--- config.mk ---
export PLATFORM = sky130hd
export DESIGN_NAME = odd_clk_div
export DESIGN_NICKNAME = d
export VERILOG_FILES = /design/src/rtl/odd_div_pkg.sv /design/src/rtl/div_phase_counter.sv /design/src/rtl/div_toggle_ff.sv /design/src/rtl/odd_clk_div.sv
export SDC_FILE = /design/constraint.sdc
export NUM_CORES = 1
export LEC_CHECK = 0
export BUFFER_PORTS_ARGS = -buffer_cell sky130_fd_sc_hd__buf_2
export CORE_AREA = 2 2 39 41
export CTS_CLUSTER_SIZE = 28
export DETAILED_ROUTE_END_ITERATION = 10
export DIE_AREA = 0 0 41 43
export HOLD_SLACK_MARGIN = 0.15
export SYNTH_ARGS = -nofsm -noshare
export SYNTH_HDL_FRONTEND = slang
export SYNTH_SLANG_ARGS = --single-unit
export TNS_END_PERCENT = 100
--- constraint.sdc ---
create_clock -name clk -period 1.8 [get_ports clk]
set_input_delay 0.36 -clock clk [delete_from_list [all_inputs] [get_ports clk]]
set_output_delay 0.36 -clock clk [all_outputs]
set_load 0.02 [all_outputs]
--- src/rtl/odd_div_pkg.sv ---
`timescale 1ns/1ps
package odd_div_pkg;

    // Counter value at which the falling-edge toggle fires.
    function automatic int fall_phase(input int ratio);
        return (ratio + 1) / 2;
    endfunction

    // Only odd ratios of three or more give a balanced output.
    function automatic bit ratio_ok(input int ratio);
        return (ratio >= 3) && ((ratio % 2) == 1);
    endfunction

endpackage

--- src/rtl/div_phase_counter.sv ---
`timescale 1ns/1ps
module div_phase_counter #(
    parameter int N  = 3,
    parameter int CW = $clog2(N)
) (
    input  logic          clk,
    input  logic          rst,
    output logic [CW-1:0] cnt,
    output logic          rise_en,
    output logic          fall_en
);
    import odd_div_pkg::*;

    localparam logic [CW-1:0] LAST   = CW'(N - 1);
    localparam logic [CW-1:0] F_STEP = CW'(fall_phase(N));

    typedef struct packed {
        logic [CW-1:0] cnt;
    } phase_state_t;

    phase_state_t st_d, st_q;

    always_comb begin
        st_d = st_q;
        if (rst) begin
            st_d.cnt = '0;
        end else if (st_q.cnt == LAST) begin
            st_d.cnt = '0;
        end else begin
            st_d.cnt = st_q.cnt + 1'b1;
        end
    end

    always_ff @(posedge clk) begin
        st_q <= st_d;
    end

    assign cnt     = st_q.cnt;
    assign rise_en = (st_q.cnt == '0);
    assign fall_en = (st_q.cnt == F_STEP);

endmodule

--- src/rtl/div_toggle_ff.sv ---
`timescale 1ns/1ps
module div_toggle_ff #(
    parameter bit FALL_EDGE = 1'b0
) (
    input  logic clk,
    input  logic rst,
    input  logic en,
    output logic q
);
    logic tog_d, tog_q;

    always_comb begin
        tog_d = tog_q ^ en;
        if (rst) begin
            tog_d = 1'b0;
        end
    end

    generate
        if (FALL_EDGE) begin : g_fall
            always_ff @(negedge clk) begin
                tog_q <= tog_d;
            end
        end else begin : g_rise
            always_ff @(posedge clk) begin
                tog_q <= tog_d;
            end
        end
    endgenerate

    assign q = tog_q;

endmodule

--- src/rtl/odd_clk_div.sv ---
`timescale 1ns/1ps
module odd_clk_div #(
    parameter int N = 3
) (
    input  logic clk,
    input  logic rst,
    output logic clk_out
);
    import odd_div_pkg::*;

    localparam int CW = $clog2(N);

    generate
        if (!ratio_ok(N)) begin : g_bad_ratio
            $error("odd_clk_div: N must be odd and at least 3");
        end
    endgenerate

    logic [CW-1:0] cnt_q;
    logic          rise_en, fall_en;
    logic          rise_q, fall_q;

    div_phase_counter #(.N(N), .CW(CW)) u_phase (
        .clk     (clk),
        .rst     (rst),
        .cnt     (cnt_q),
        .rise_en (rise_en),
        .fall_en (fall_en)
    );

    div_toggle_ff #(.FALL_EDGE(1'b0)) u_tog_rise (
        .clk (clk),
        .rst (rst),
        .en  (rise_en),
        .q   (rise_q)
    );

    div_toggle_ff #(.FALL_EDGE(1'b1)) u_tog_fall (
        .clk (clk),
        .rst (rst),
        .en  (fall_en),
        .q   (fall_q)
    );

    assign clk_out = rise_q ^ fall_q;

endmodule

==> impl_metrics.prom, run 1 <==
# TYPE chip_impl_metric gauge
chip_impl_metric{name="number_of_remaining_drc_errors",unit=""} 0
chip_impl_metric{name="antenna_found_initial",unit=""} 0
chip_impl_info{name="synth_top_family_by_area",value="XOR/XNOR gates"} 1
chip_impl_info{name="worstSetupEndpointType",value="primary output"} 1
chip_impl_metric{name="crit_arrival",unit="ns"} 1.82
chip_impl_metric{name="hold_path_depth",unit=""} 2
chip_impl_metric{name="die_width",unit="um"} 41
chip_impl_metric{name="final.setup_skew",unit="ns"} 0.0526
chip_impl_metric{name="drv_slew",unit=""} 0
chip_impl_metric{name="worst-r2r-cell-count",unit=""} 4
chip_impl_info{name="hold_path_end",value="u_tog_rise.q$_SDFF_PP0_"} 1
chip_impl_metric{name="worst_skew_pair.late_latency",unit="ns"} 0.29
chip_impl_info{name="rsz_0062_raised_after_global_routing",value="yes"} 1
chip_impl_metric{name="synth_area_in_compound_gates",unit=""} 0
chip_impl_metric{name="start_util",unit=""} 0.118
chip_impl_info{name="path_class",value="reg -> out"} 1
chip_impl_metric{name="post_cts_hold_buffer_count",unit=""} 0
chip_impl_metric{name="clock_tree.htree_level_count",unit=""} 1
chip_impl_metric{name="mux_cell_area_share_after_synthesis",unit=""} 0
chip_impl_metric{name="drtAntennaViolNets",unit=""} 0
chip_impl_metric{name="ys_ff_latch",unit=""} 4
chip_impl_metric{name="die_height",unit="um"} 43
chip_impl_metric{name="vdd.ir_drop.worst",unit="mV"} 0.446
chip_impl_metric{name="p_leak",unit="nW"} 0.112
chip_impl_info{name="mostFrequentLayoutCells",value="3 x sky130_fd_sc_hd__inv_1, 3 x sky130_fd_sc_hd__clkbuf_4, 3 x sky130_fd_sc_hd__dfxtp_1"} 1
chip_impl_metric{name="fraction_of_final_layout_cells_sized_beyond_drive_strength_1",unit=""} 0.417
chip_impl_metric{name="wire_length_of_the_first_global_routing_pass",unit="um"} 372
chip_impl_info{name="cts_root_buffer",value="sky130_fd_sc_hd__clkbuf_4"} 1
chip_impl_metric{name="core_area",unit="mm2"} 0.00138
chip_impl_metric{name="final_replace_weighted_congestion",unit=""} 0.637
chip_impl_metric{name="clock-sinks",unit=""} 4
chip_impl_metric{name="cts_post_setup_buffers_inserted",unit=""} 0
chip_impl_metric{name="post_synth_inst_count",unit=""} 16
chip_impl_metric{name="worst-r2r-setup-slack",unit="ns"} 0.08
chip_impl_info{name="rr_endpoint",value="u_tog_fall.q$_SDFF_NP0_"} 1
chip_impl_info{name="hp-class",value="in -> reg"} 1
chip_impl_info{name="tritoncts",value="built"} 1
chip_impl_metric{name="area_share_of_fa_ha_maj_cells_after_synthesis",unit=""} 0.154
chip_impl_metric{name="power.density",unit="mW/mm2"} 1490
chip_impl_metric{name="cts_inserted_buffers",unit=""} 3
chip_impl_metric{name="finalSetupViolCount",unit=""} 1
chip_impl_metric{name="fin_nets",unit=""} 29
chip_impl_metric{name="placement_rows",unit=""} 14
chip_impl_metric{name="hold_viol_final",unit=""} 0
chip_impl_info{name="run_status",value="finished, violations left"} 1
chip_impl_metric{name="grt_max_degree",unit=""} 5
chip_impl_metric{name="post_synth_num_cell_types",unit=""} 8
chip_impl_metric{name="drt-pass1-iter-count",unit=""} 1
chip_impl_metric{name="flow.area_growth_from_synthesis",unit="%"} 63.1
chip_impl_metric{name="post_synth_and_or_nand_nor_area_fraction",unit=""} 0.123
chip_impl_metric{name="fp.dieArea",unit="mm2"} 0.00176
chip_impl_metric{name="timing.critical_path.fanout_max",unit=""} 2
chip_impl_metric{name="max-cap-violations",unit=""} 0
chip_impl_metric{name="post_synth_xor_area_fraction",unit=""} 0.162
chip_impl_metric{name="global_route_congestion_overflow_total",unit=""} 0
chip_impl_metric{name="clockBufferDepth",unit=""} 2
chip_impl_info{name="timing.critical_path.from_type",value="register"} 1
chip_impl_metric{name="antenna_cells_inserted",unit=""} 0
chip_impl_metric{name="detail_route.vias_per_cell",unit=""} 3.03
chip_impl_metric{name="tightest_slew",unit="ns"} 0.235
chip_impl_metric{name="final.setup.worst_slack",unit="ns"} -0.377
chip_impl_metric{name="rel_slew_slack",unit=""} 0.843
chip_impl_metric{name="ys_warn_count",unit=""} 0
chip_impl_info{name="violations",value="negative setup slack"} 1
chip_impl_metric{name="clkTransAtPathRegs",unit="ns"} 0.04
chip_impl_metric{name="totalNegativeSetupSlack",unit="ns"} -0.377
chip_impl_metric{name="worst_hold_slack",unit="ns"} 0.322
chip_impl_info{name="holdCritStartpoint",value="rst"} 1
chip_impl_metric{name="postRouteWirelength",unit="um"} 239
chip_impl_metric{name="mappedNetlistArea",unit="um2"} 163
chip_impl_metric{name="all_layer_gr_usage",unit=""} 0.0383
chip_impl_metric{name="post_drt_wl_per_cell",unit="um"} 5.98
chip_impl_metric{name="vias",unit=""} 121
chip_impl_metric{name="detailed_place_hpwl",unit="um"} 165
chip_impl_metric{name="synth_sequential_area_ratio",unit=""} 0.492
chip_impl_metric{name="worst_ep_required_time",unit="ns"} 1.44
chip_impl_metric{name="io-pin-count",unit=""} 3
chip_impl_metric{name="numPortBuffers",unit=""} 2
chip_impl_metric{name="syn_nets",unit=""} 20
chip_impl_metric{name="drt_iter0_markers",unit=""} 0
chip_impl_info{name="reg2reg_from",value="u_phase.cnt[0]$_SDFF_PP0_"} 1
chip_impl_metric{name="syn-mean-instance-area",unit="um2"} 10.2
chip_impl_metric{name="via_count_of_the_first_global_routing_pass",unit=""} 96
-- synthesized netlist by cell type (all sizes together) --
library cell | n | area share
ha | 2 | 0.15
inv | 3 | 0.069
xor2 | 1 | 0.054
nor3 | 1 | 0.031
dfxtp | 4 | 0.49
nor2 | 2 | 0.046
xnor2 | 2 | 0.11
nor3b | 1 | 0.046
-- metal layers --
layer | track usage | wire length (um) | vias up
met1 | 0.0422 | 90 | 52
met3 | 0.0628 | 43 | 0
met2 | 0.0313 | 104 | 6
met5 | 0 | 0 | -
li1 | - | - | 63
met4 | 0.0200 | 0 | 0
-- worst max-delay path by stage --
| stage | start | end | slack, ns | cells after the start |
|---|---|---|---|---|
| after CTS | u_tog_fall.q$_SDFF_NP0_ | clk_out | -0.39 | 2 |
| after global routing | u_tog_fall.q$_SDFF_NP0_ | clk_out | -0.42 | 2 |
| after global placement | u_tog_fall.q$_SDFF_NP0_ | clk_out | -0.10 | 2 |
| after detailed placement | u_tog_fall.q$_SDFF_NP0_ | clk_out | -0.11 | 2 |
| after floorplan | u_tog_fall.q$_SDFF_NP0_ | clk_out | -0.02 | 1 |
| final | u_tog_fall.q$_SDFF_NP0_ | clk_out | -0.38 | 2 |
-- worst max-delay path: stages (launching register included) --
cell and delay, ns:
sky130_fd_sc_hd__dfxtp_4 0.36, sky130_fd_sc_hd__xor2_4 0.14, sky130_fd_sc_hd__buf_6 0.13
-- power breakdown --
| group | internal [mW] | switching (mW) | leakage, nW |
|---|---|---|---|
| clock network | 0.0867 | 0.0480 | 0.0203 |
| logic | 0.0750 | 0.0468 | 0.0579 |
| registers | 0.113 | 0.0256 | 0.0339 |
-- what timing repair did --
action / in CTS / in global routing
gates resized for setup: 2 / 1
pin swaps: 0 / 0
setup endpoints to repair: 1 / 2
-- cell type report --
type / count / area, um2
timing repair buffer: 4 / 31.3
inverter: 2 / 7.51
clock inverter: 1 / 3.75
multi-input combinational: 9 / 92.6
sequential: 4 / 83.8
fill: 155 / 1120
tap: 16 / 20.0
clock buffer: 4 / 26.3
-- metrics by stage --
| step | utilization | total power, mW | setup WS, ns | std cells | area (um2) |
|---|---|---|---|---|---|
| after global routing | 0.192 | 0.422 | -0.415 | 40 | 265 |
| after global placement | 0.166 | 0.252 | -0.104 | 36 | 230 |
| after CTS | 0.190 | 0.402 | -0.391 | 40 | 263 |
| after detailed placement | 0.166 | 0.253 | -0.107 | 36 | 230 |
| final | 0.192 | 0.395 | -0.377 | 40 | 265 |
| after floorplan | - | 0.222 | -0.0194 | 16 | 185 |
-- registers in the layout, summed over array words and instances (netlist names) --
name and cells:
u_tog_fall.q 1, u_phase.cnt 2, u_tog_rise.q 1
-- cells by family (layout without fill, tap and decap cells) --
group,after synthesis,after routing
XOR/XNOR,3,3
adder cells (fa/ha/maj),2,2
buffers and inverters,3,11
flip-flops,4,4
AND/OR/NAND/NOR,4,4
(Power assumes the default switching activity.)
==> run 2, diff against run 1 <==
==> constraint.sdc (replaced) <==
create_clock -name clk -period 1.8 [get_ports clk]
set_input_delay 0.18 -clock clk [delete_from_list [all_inputs] [get_ports clk]]
set_output_delay 0.18 -clock clk [all_outputs]
set_load 0.02 [all_outputs]
==> impl_metrics.prom, run 2 (same netlist as run 1, synthesis figures left out) <==
# TYPE chip_impl_metric gauge
chip_impl_info{name="run_status",value="finished, violations left"} 1
chip_impl_info{name="violations",value="negative setup slack"} 1
chip_impl_metric{name="cts_inserted_buffers",unit=""} 3
chip_impl_metric{name="worst_hold_slack",unit="ns"} 0.392
chip_impl_metric{name="rel_slew_slack",unit=""} 0.906
chip_impl_metric{name="design_power_total",unit="uW"} 360
chip_impl_info{name="cell_chain_of_the_critical_path",value="xor2_1 -> buf_4"} 1
chip_impl_metric{name="final.setup.worst_slack",unit="ns"} -0.185
chip_impl_metric{name="vias",unit=""} 123
chip_impl_metric{name="fin_nets",unit=""} 30
chip_impl_metric{name="worst_path_largest_cell_delay",unit="ns"} 0.31
chip_impl_info{name="slowest_stage_cell_crit_path",value="sky130_fd_sc_hd__dfxtp_2"} 1
chip_impl_metric{name="fraction_of_final_layout_cells_sized_beyond_drive_strength_1",unit=""} 0.360
chip_impl_info{name="holdCritStartpoint",value="u_phase.cnt[0]$_SDFF_PP0_"} 1
chip_impl_metric{name="timing.critical_path.fanout_max",unit=""} 2
chip_impl_metric{name="final.setup_skew",unit="ns"} 0.0561
chip_impl_info{name="hold_path_end",value="u_phase.cnt[0]$_SDFF_PP0_"} 1
chip_impl_metric{name="clock_tree.htree_level_count",unit=""} 1
chip_impl_info{name="worstSetupEndpointType",value="primary output"} 1
chip_impl_metric{name="power.density",unit="mW/mm2"} 1450
chip_impl_metric{name="numPortBuffers",unit=""} 2
chip_impl_metric{name="detail_route.vias_per_cell",unit=""} 3.00
chip_impl_info{name="rr_endpoint",value="u_tog_fall.q$_SDFF_NP0_"} 1
chip_impl_metric{name="post_drt_wl_per_cell",unit="um"} 6.27
chip_impl_metric{name="placement_rows",unit=""} 14
chip_impl_metric{name="all_layer_gr_usage",unit=""} 0.0501
chip_impl_info{name="path_class",value="reg -> out"} 1
chip_impl_metric{name="finalSetupViolCount",unit=""} 1
chip_impl_metric{name="clock-sinks",unit=""} 4
chip_impl_metric{name="drv_slew",unit=""} 0
chip_impl_metric{name="drt_iter0_markers",unit=""} 0
chip_impl_metric{name="worst_ep_required_time",unit="ns"} 1.62
chip_impl_metric{name="crit_arrival",unit="ns"} 1.81
chip_impl_metric{name="flow.area_growth_from_synthesis",unit="%"} 53.1
chip_impl_metric{name="vdd.ir_drop.worst",unit="mV"} 0.371
chip_impl_metric{name="worst_skew_pair.late_latency",unit="ns"} 0.29
chip_impl_metric{name="antenna_found_initial",unit=""} 0
chip_impl_metric{name="hold_viol_final",unit=""} 0
chip_impl_info{name="tritoncts",value="built"} 1
chip_impl_metric{name="die_height",unit="um"} 43
chip_impl_metric{name="fp.dieArea",unit="mm2"} 0.00176
chip_impl_metric{name="grt_max_degree",unit=""} 5
chip_impl_metric{name="start_util",unit=""} 0.118
chip_impl_metric{name="hold_path_depth",unit=""} 1
chip_impl_metric{name="tightest_slew",unit="ns"} 0.140
chip_impl_metric{name="global_route_congestion_overflow_total",unit=""} 0
chip_impl_info{name="timing.critical_path.from_type",value="register"} 1
chip_impl_metric{name="flip_flop_count_of_the_largest_register_after_layout",unit=""} 2
chip_impl_info{name="top_family_by_delay_on_critical_path",value="flip-flops"} 1
chip_impl_metric{name="drt-pass1-iter-count",unit=""} 1
chip_impl_info{name="reg2reg_from",value="u_phase.cnt[0]$_SDFF_PP0_"} 1
chip_impl_metric{name="worst-r2r-cell-count",unit=""} 4
chip_impl_metric{name="clkTransAtPathRegs",unit="ns"} 0.04
chip_impl_metric{name="max-cap-violations",unit=""} 0
chip_impl_info{name="cts_root_buffer",value="sky130_fd_sc_hd__clkbuf_4"} 1
chip_impl_metric{name="antenna_cells_inserted",unit=""} 0
chip_impl_metric{name="number_of_remaining_drc_errors",unit=""} 0
chip_impl_metric{name="p_leak",unit="nW"} 0.115
chip_impl_metric{name="die_width",unit="um"} 41
chip_impl_info{name="mostFrequentLayoutCells",value="3 x sky130_fd_sc_hd__inv_1, 3 x sky130_fd_sc_hd__clkbuf_4, 3 x sky130_fd_sc_hd__buf_4"} 1
chip_impl_metric{name="via_count_of_the_first_global_routing_pass",unit=""} 141
chip_impl_metric{name="core_area",unit="mm2"} 0.00138
chip_impl_metric{name="io-pin-count",unit=""} 3
chip_impl_metric{name="worst-r2r-setup-slack",unit="ns"} 0.08
chip_impl_metric{name="final_replace_weighted_congestion",unit=""} 0.591
chip_impl_metric{name="drtAntennaViolNets",unit=""} 0
chip_impl_metric{name="clockBufferDepth",unit=""} 2
chip_impl_info{name="hp-class",value="reg -> reg"} 1
chip_impl_metric{name="postRouteWirelength",unit="um"} 257
chip_impl_metric{name="wire_length_of_the_first_global_routing_pass",unit="um"} 455
chip_impl_metric{name="worst-path-buf-inv",unit=""} 1
chip_impl_info{name="rsz_0062_raised_after_global_routing",value="yes"} 1
==> run 2: changes by cell type in the layout (fill, tap and decap cells not counted), sizes merged <==
cell	before	now
dlygate4sd3	0	1
==> run 2: timing repair <==
item                                    in CTS  in global routing
endpoints found under the setup margin       1                  2
setup buffers                                1                  0
endpoints found under the hold margin        1                  0
resized for setup                            2                  1
pin swaps                                    0                  1
hold buffers                                 1                  0
==> run 2: through the flow <==
stage          area [um2]  setup WS, ns  std cells  utilization  TNS [ns]
2_1_floorplan         163        0.0185         16            -         0
3_3_place_gp          200        0.0116         35        0.145         0
3_5_place_dp          200      -0.00414         35        0.145  -0.00414
4_1_cts               248        -0.198         41        0.179    -0.198
5_1_grt               249        -0.278         41        0.180    -0.278
6_report              249        -0.185         41        0.180    -0.185
==> run 2: power breakdown <==
part,switching (mW),total (mW),internal (mW)
clock,0.0441,0.131,0.0865
combinational,0.0459,0.103,0.0576
sequential,0.0136,0.126,0.112
==> run 2: final cells by class <==
type,instances,area (um2)
clock buffers,4,26.3
flip-flops and latches,4,82.6
inverters,2,7.51
multi-input cells,9,71.3
repair buffers,5,37.5
fillers,158,1130
clock inverters,1,3.75
well taps,16,20.0
==> run 2: how the worst max path moves through the flow <==
stage	depth (start not counted)	start	endpoint	slack, ns
after floorplan	1	u_tog_fall.q$_SDFF_NP0_	clk_out	0.02
after global placement	4	u_phase.cnt[0]$_SDFF_PP0_	u_tog_fall.q$_SDFF_NP0_	0.01
after detailed placement	4	u_phase.cnt[0]$_SDFF_PP0_	u_tog_fall.q$_SDFF_NP0_	-0.004
after CTS	2	u_tog_fall.q$_SDFF_NP0_	clk_out	-0.20
after global routing	2	u_tog_fall.q$_SDFF_NP0_	clk_out	-0.28
final	2	u_tog_fall.q$_SDFF_NP0_	clk_out	-0.19
==> run 2: worst register-to-register path: stages (launching register included) <==
cell and delay (ns):
sky130_fd_sc_hd__dfxtp_2 0.32, sky130_fd_sc_hd__inv_1 0.05, sky130_fd_sc_hd__ha_1 0.21, sky130_fd_sc_hd__xnor2_1 0.13
sky130_fd_sc_hd__nor2_1 0.05
==> run 2: per-layer routing <==
metal | share of wire | GRT usage | routed length (um)
met2 | 0.38 | 0.0563 | 98
met1 | 0.44 | 0.0255 | 114
met3 | 0.17 | 0.0942 | 44
met4 | 0 | 0.0400 | 0
met5 | 0 | 0 | 0
